### src/rtl/csk_pkg.sv
package csk_pkg;
  // result leaving one ripple group
  typedef struct packed {
    logic carry;   // carry toward the next group
    logic skip;    // every bit of the group propagates
  } grp_res_t;
endpackage

### src/rtl/csk_pg.sv
module csk_pg #(
  parameter int WIDTH = 16
) (
  input  logic [WIDTH-1:0] x,
  input  logic [WIDTH-1:0] y,
  output logic [WIDTH-1:0] gen,
  output logic [WIDTH-1:0] prop
);
  // per-bit generate and propagate; kill is the case where neither holds
  genvar i;
  for (i = 0; i < WIDTH; i++) begin : g_bit
    assign gen[i]  = x[i] & y[i];
    assign prop[i] = x[i] ^ y[i];
  end
endmodule

### src/rtl/csk_group.sv
module csk_group
  import csk_pkg::*;
#(
  parameter int GW = 4
) (
  input  logic [GW-1:0] gen,
  input  logic [GW-1:0] prop,
  input  logic          cin,
  output logic [GW-1:0] sum,
  output grp_res_t      res
);
  logic [GW:0] chain;

  assign chain[0] = cin;

  genvar i;
  for (i = 0; i < GW; i++) begin : g_rip
    assign chain[i+1] = gen[i] | (prop[i] & chain[i]);
    assign sum[i]     = prop[i] ^ chain[i];
  end

  // bypass: all bits propagate, so the incoming carry is forwarded unchanged
  assign res.skip  = &prop;
  assign res.carry = res.skip ? cin : chain[GW];
endmodule

### src/rtl/csk_add.sv
module csk_add
  import csk_pkg::*;
#(
  parameter int WIDTH = 16,
  parameter int GROUP = 4
) (
  input  logic             clk,
  input  logic             rst,
  input  logic [WIDTH-1:0] opa,
  input  logic [WIDTH-1:0] opb,
  input  logic             ci,
  input  logic             op_sub,
  output logic [WIDTH-1:0] sum_q,
  output logic             co_q
);
  localparam int NGRP = WIDTH / GROUP;

  if ((WIDTH % GROUP) != 0) begin : g_shape_bad
    $error("csk_add: WIDTH must be a multiple of GROUP");
  end

  logic [WIDTH-1:0] opb_eff;
  logic             c_low;
  logic [WIDTH-1:0] gen, prop, sum_c;
  logic [NGRP:0]    gcar;
  grp_res_t         gres [NGRP];

  // subtraction: invert subtrahend, force the low carry to 1
  assign opb_eff = op_sub ? ~opb : opb;
  assign c_low   = op_sub ? 1'b1 : ci;
  assign gcar[0] = c_low;

  csk_pg #(.WIDTH(WIDTH)) u_pg (
    .x(opa), .y(opb_eff), .gen(gen), .prop(prop)
  );

  genvar g;
  for (g = 0; g < NGRP; g++) begin : g_grp
    csk_group #(.GW(GROUP)) u_grp (
      .gen (gen [g*GROUP +: GROUP]),
      .prop(prop[g*GROUP +: GROUP]),
      .cin (gcar[g]),
      .sum (sum_c[g*GROUP +: GROUP]),
      .res (gres[g])
    );
    assign gcar[g+1] = gres[g].carry;

    AST_SKIP_FORWARD: assert property (@(posedge clk) disable iff (rst)
      gres[g].skip |-> (gcar[g+1] == gcar[g]));
    AST_TOP_GENERATE: assert property (@(posedge clk) disable iff (rst)
      gen[g*GROUP+GROUP-1] |-> gcar[g+1]);
    AST_TOP_KILL: assert property (@(posedge clk) disable iff (rst)
      !(gen[g*GROUP+GROUP-1] | prop[g*GROUP+GROUP-1]) |-> !gcar[g+1]);
  end

  always_ff @(posedge clk) begin
    if (rst) begin
      sum_q <= '0;
      co_q  <= 1'b0;
    end else begin
      sum_q <= sum_c;
      co_q  <= gcar[NGRP];
    end
  end

  AST_ADD_RESULT: assert property (@(posedge clk) disable iff (rst)
    !op_sub |=> ({co_q, sum_q} == $past({1'b0, opa} + {1'b0, opb} + {{WIDTH{1'b0}}, ci})));
  AST_SUB_RESULT: assert property (@(posedge clk) disable iff (rst)
    op_sub |=> ((sum_q == $past(opa - opb)) && (co_q == $past(opa >= opb))));
  AST_RESET_CLEAR: assert property (@(posedge clk)
    rst |=> ((sum_q == '0) && !co_q));
endmodule

### config.mk
export PLATFORM = sky130hd
export DESIGN_NAME = csk_add
export DESIGN_NICKNAME = d
export VERILOG_FILES = /design/src/rtl/csk_pkg.sv /design/src/rtl/csk_pg.sv /design/src/rtl/csk_group.sv /design/src/rtl/csk_add.sv
export SDC_FILE = /design/constraint.sdc
export NUM_CORES = 1
export LEC_CHECK = 0
export ABC_CLOCK_PERIOD_IN_PS = 14100
export CORE_MARGIN = 3
export CORE_UTILIZATION = 40
export DETAILED_ROUTE_END_ITERATION = 12
export PLACE_DENSITY = 0.71
export SLEW_MARGIN = 10
export SYNTH_ARGS = -nofsm -noshare
export SYNTH_HDL_FRONTEND = slang
export SYNTH_SLANG_ARGS = --single-unit
export TNS_END_PERCENT = 50
### constraint.sdc
create_clock -name clk -period 14.1 [get_ports clk]
set_input_delay 3.525 -clock clk [delete_from_list [all_inputs] [get_ports clk]]
set_output_delay 3.525 -clock clk [all_outputs]
set_load 0.01 [all_outputs]
==> results of run 1 <==
-- sequential cells by signal, summed over array words and instances, names as in the netlist --
name,flops
co_q,1
sum_q,16
-- metrics by stage --
step                      utilization  worst slack (ns)  std cells
after floorplan                     -              3.07        133
after global placement          0.612              2.28        226
after detailed placement        0.612              2.13        226
after CTS                       0.620              2.44        230
after global routing            0.620              2.12        230
final                           0.620              2.50        230
-- power groups by stage --
stage          registers (W)  logic (W)  clock network, W
6_report           0.0000591  0.0000772         0.0000268
5_1_grt            0.0000599  0.0000867         0.0000306
2_1_floorplan      0.0000652  0.0000362                 0
4_1_cts            0.0000592  0.0000791         0.0000280
3_3_place_gp       0.0000603  0.0000764                 0
3_5_place_dp       0.0000603  0.0000785                 0
-- worst min-delay path: cells and delay by family --
kind / cells / cell delay, ns
buf+inv: 2 / 0.50
fa+ha+maj: 1 / 0.17
simple gates: 1 / 0.04
-- logic make-up (layout without fill, tap and decap cells) --
group,count (synthesis),in the layout,synth area share
adder cells (fa/ha/maj),32,32,0.370
AND/OR/NAND/NOR,26,26,0.105
XOR/XNOR,16,16,0.142
multiplexers,1,1,0.00978
buffers and inverters,37,90,0.110
flip-flops,17,17,0.242
AO/OA/AOI/OAI,4,4,0.0213
-- cells in the final DEF (no fill, tap or decap), drive strengths merged --
cell type      synthesis  final
clkdlybuf4s50          0     52
inv                   33     33
dfxtp                 17     17
fa                    16     16
ha                    16     16
nor2                  16     16
xor2                  16     16
nand4                  4      4
nand2                  3      3
clkbuf                 1      3
o311ai                 2      2
mux2i                  1      1
o21ai                  1      1
or3b                   1      1
nor2b                  1      1
nand3b                 1      1
a211oi                 1      1
clkinv                 0      1
buf                    3      1
-- how the worst max path moves through the flow --
stage	start	end	slack, ns	cells past startpoint
2_1_floorplan	op_sub	sum_q[15]$_SDFF_PP0_	3.07	28
3_3_place_gp	op_sub	sum_q[15]$_SDFF_PP0_	2.28	28
3_5_place_dp	op_sub	sum_q[15]$_SDFF_PP0_	2.13	28
4_1_cts	op_sub	sum_q[15]$_SDFF_PP0_	2.44	28
5_1_grt	op_sub	sum_q[15]$_SDFF_PP0_	2.12	28
6_report	op_sub	sum_q[15]$_SDFF_PP0_	2.50	28
-- final cells by class --
| class | count | area (um2) |
|---|---|---|
| flip-flops and latches | 17 | 340 |
| inverters | 33 | 124 |
| well taps | 44 | 55.1 |
| fillers | 305 | 1220 |
| clock buffers | 3 | 22.5 |
| clock inverters | 1 | 5.00 |
| repair buffers | 53 | 528 |
| multi-input cells | 79 | 912 |
-- per-layer routing --
metal,global-route usage,routed length (um)
met5,0,0
met4,0.0544,46
met3,0.0393,184
met2,0.252,1500
met1,0.150,995
==> flow_summary.toml, run 1 <==
[power_and_ir_drop]
power_frac_clock = 0.164
intPower_w = 0.000109
switching_power_w = 0.0000538
power_w = 0.000163
pwr-share-comb = 0.474
p_per_area_nw_per_um2 = 82.1
switching_share = 0.330
power_frac_seq = 0.362
vdd_ir_drop_max_mv = 0.0432
leakagePower_nw = 0.924

[synthesis]
synth_largest_area_cell = "dfxtp_1"
synth_most_common_cell = "inv_1"
seq_area_frac_synth = 0.242
yosysWarningCount = 0
synthTopCellsByCount = "inv_1, dfxtp_1, fa_1, ha_1, nor2_1"
synthTopCellsByArea = "dfxtp_1, fa_1, ha_1"
netlist_area_um2 = 1410
synth_ff_type = "dfxtp_1"
async_flop_share = 0
postSynthCellCount = 133
syn-num-nets = 201
avgSynthCellArea_um2 = 10.6
synth_top_area_share = 0.242
ys_types = 23
ys_ff_latch = 17
synth_edf_count = 0

[setup_path]
end_kind = "flip-flop"
required_ns = 14.27
cp-start-kind = "primary input"
slowest_stage = "clkdlybuf4s50_1"
crit_arrival_ns = 11.77
crit_buf_inv = 5
cp_top_family = "adder cells"
slowest_delay_ns = 0.45
path_class = "in -> reg"
cp_max_fo = 17
critPathMostFrequentCell = "fa_1"

[detailed_routing]
drt-pass1-iter-count = 4
vias = 1000
wl_per_cell_um = 11.9
viasPerCell = 4.35
drc_errors = 0
antenna_left = 0
drt_iter0_drc = 18
totalWireLength_mm = 2.73

[cts]
cts_setup_buffers = 0
clkTransAtPathRegs_ns = 0.11
cts_tree = "built"
cts_max_path_buffers = 2
htree_levels = 1
cts_made_buffers = 3
clkSinkCount = 17
post_cts_resized = 0
ctsRootBufferMaster = "clkbuf_4"
hold_buffers = 0

[sta]
worst-slew-pin-transition_ns = 0.681
rsz0062_at_grt = "no"
setup-tns-final_ns = 0
drv_slew = 0
period_share = 0.822
fin_crit_ns = 11.60
setup_viol = 0
max-slew-margin-rel = 0.545
hold_viol_final = 0
fmax_mhz = 86.2
whs_ns = 3.98

[worst_hold_path]
holdPathStages = 4
min_from = "opa[1]"
hold_class = "in -> reg"
hold_path_end = "sum_q[1]$_SDFF_PP0_"

[global_routing]
grt_pass1_wl_mm = 4.47
grt_pass1_vias = 1033
grt.overflow.total = 0
grt.total_usage = 0.138
grt_max_degree = 19
antenna_found_initial = 0

[layout]
area_delta_synth_final_pct = 41.2
stdcell_area_um2 = 1990
final_nets = 255
antennaDiodeCount = 0
drive_above_1_share = 0.134

[run_status]
status = "finished clean"

[die]
ios = 53
die_height_um = 65.3
dieArea_um2 = 4270
core_um2 = 3200
die_x_um = 65.3
num_rows = 20
initial_utilization = 0.439

[flow_run]
cap_violations = 0

[placement]
gp_congestion = 0.792
dpl.hpwl_mm = 2.39
numPortBuffers = 52
postPlaceCellArea_um2 = 1960
Note: power is estimated with default switching activity, not from simulation.
==> inputs of run 2 (changes only) <==
ABC_CLOCK_PERIOD_IN_PS = 11500   (was 14100)
clock period = 11.5 ns   (was 14.1 ns; I/O delays follow)
==> run 2 against run 1 <==
Wire length grew 3.7%. Setup slack lost 1.7 ns. Total power grew 24%. Worst hold slack lost 0.66 ns.
==> flow_summary.toml, run 2 (synthesized netlist as in run 1, its figures left out) <==
[run_status]
status = "finished clean"

[power_and_ir_drop]
intPower_w = 0.000135
power_frac_seq = 0.361
leakagePower_nw = 0.928
pwr-share-comb = 0.474
vdd_ir_drop_max_mv = 0.0441
switching_power_w = 0.0000672
p_per_area_nw_per_um2 = 101
power_frac_clock = 0.165
switching_share = 0.333

[die]
ios = 53
die_height_um = 65.3
core_um2 = 3200
num_rows = 20
die_x_um = 65.3
dieArea_um2 = 4270
initial_utilization = 0.439

[cts]
cts_made_buffers = 3
cts_tree = "built"
htree_levels = 1
cts_setup_buffers = 0
clkSinkCount = 17
post_cts_resized = 0
cts_max_path_buffers = 2
ctsRootBufferMaster = "clkbuf_4"
clkTransAtPathRegs_ns = 0.10
hold_buffers = 0

[detailed_routing]
totalWireLength_mm = 2.83
drc_errors = 0
drt_iter0_drc = 21
viasPerCell = 4.37
antenna_left = 0
drt-pass1-iter-count = 4
vias = 1009
wl_per_cell_um = 12.2

[layout]
drive_above_1_share = 0.139
reg_top3 = "sum_q: 16 flops, co_q: 1 flops"
n_fill_cell = 282
final_nets = 256
final_common_cell = "clkdlybuf4s50_1"
top_register = "sum_q"
largest_reg_flops = 16
antennaDiodeCount = 0
area_delta_synth_final_pct = 41.7
layout_common_cells = "clkdlybuf4s50_1, inv_1, dfxtp_1"

[worst_hold_path]
holdPathStages = 4
hold_class = "in -> reg"
hold_path_end = "sum_q[1]$_SDFF_PP0_"
min_from = "opa[1]"

[setup_path]
required_ns = 11.67
cp_max_fo = 9
path_class = "in -> reg"
crit_arrival_ns = 10.89
critPathMostFrequentCell = "fa_1"
slowest_delay_ns = 0.54
critPathLaunch = "op_sub"
end_kind = "flip-flop"
cp-start-kind = "primary input"
slowest_stage = "clkdlybuf4s50_1"

[global_routing]
grt.total_usage = 0.144
antenna_found_initial = 0
grt_pass1_vias = 1060
grt.overflow.total = 0
grt_max_degree = 19
grt_pass1_wl_mm = 4.63

[placement]
dpl.hpwl_mm = 2.48
numPortBuffers = 52
pre_cts_slack_ns = 0.427
gp_congestion = 0.784

[sta]
max-slew-margin-rel = 0.562
setup-tns-final_ns = 0
worst-slew-pin-transition_ns = 0.654
fin_crit_ns = 10.72
rsz0062_at_grt = "no"
fin_ws_ns = 0.784
setup_viol = 0
period_share = 0.932
hold_viol_final = 0
drv_slew = 0
fmax_mhz = 93.3

[flow_run]
cap_violations = 0
==> run 2: worst max path at each step <==
stage                      endpoint  slack, ns
2_1_floorplan  sum_q[15]$_SDFF_PP0_       1.12
4_1_cts        sum_q[15]$_SDFF_PP0_       0.75
5_1_grt        sum_q[15]$_SDFF_PP0_       0.51
6_report       sum_q[15]$_SDFF_PP0_       0.78
3_3_place_gp   sum_q[15]$_SDFF_PP0_       0.54
3_5_place_dp   sum_q[15]$_SDFF_PP0_       0.43
==> run 2: layout make-up <==
cell class	count	area, um2	area share
Sequential cell	17	340	0.171
Clock inverter	1	5.00	0.00251
Multi-Input combinational cell	79	912	0.457
Tap cell	44	55.1	0.0276
Clock buffer	3	22.5	0.0113
Timing Repair Buffer	54	536	0.269
Inverter	33	124	0.0621
==> run 2: worst max-delay path: cells and delay by family <==
| kind | cells | cell delay, ns |
|---|---|---|
| AOI/OAI and AO/OA | 2 | 0.19 |
| adders and majority gates | 16 | 6.23 |
| buffers and inverters | 4 | 0.96 |
| muxes | 1 | 0.28 |
| and+or+nand+nor | 4 | 0.34 |
==> run 2: through the flow <==
| stage | instance area, um2 | power (W) | std cells | utilization | hold WS [ns] |
|---|---|---|---|---|---|
| floorplan | 1410 | 0.000124 | 133 | - | 3.11 |
| global placement | 1970 | 0.000168 | 227 | 0.614 | 3.61 |
| detailed placement | 1970 | 0.000171 | 227 | 0.614 | 3.61 |
| CTS | 1990 | 0.000205 | 231 | 0.623 | 3.33 |
| global route | 1990 | 0.000218 | 231 | 0.623 | 3.35 |
| finish | 1990 | 0.000202 | 231 | 0.623 | 3.32 |
==> run 2: power groups by stage <==
| stage | Combinational (W) | Sequential [W] | Clock [W] |
|---|---|---|---|
| after floorplan | 0.0000443 | 0.0000799 | 0 |
| after global placement | 0.0000939 | 0.0000739 | 0 |
| after detailed placement | 0.0000968 | 0.0000745 | 0 |
| after CTS | 0.0000975 | 0.0000732 | 0.0000343 |
| after global routing | 0.000106 | 0.0000741 | 0.0000373 |
| final | 0.0000957 | 0.0000728 | 0.0000333 |
==> run 2: per-layer routing <==
layer / GRT usage / share of wire / vias up
li1: - / - / 486
met1: 0.161 / 0.38 / 486
met2: 0.259 / 0.55 / 30
met3: 0.0256 / 0.054 / 7
met4: 0.0699 / 0.024 / 0
met5: 0 / 0 / -
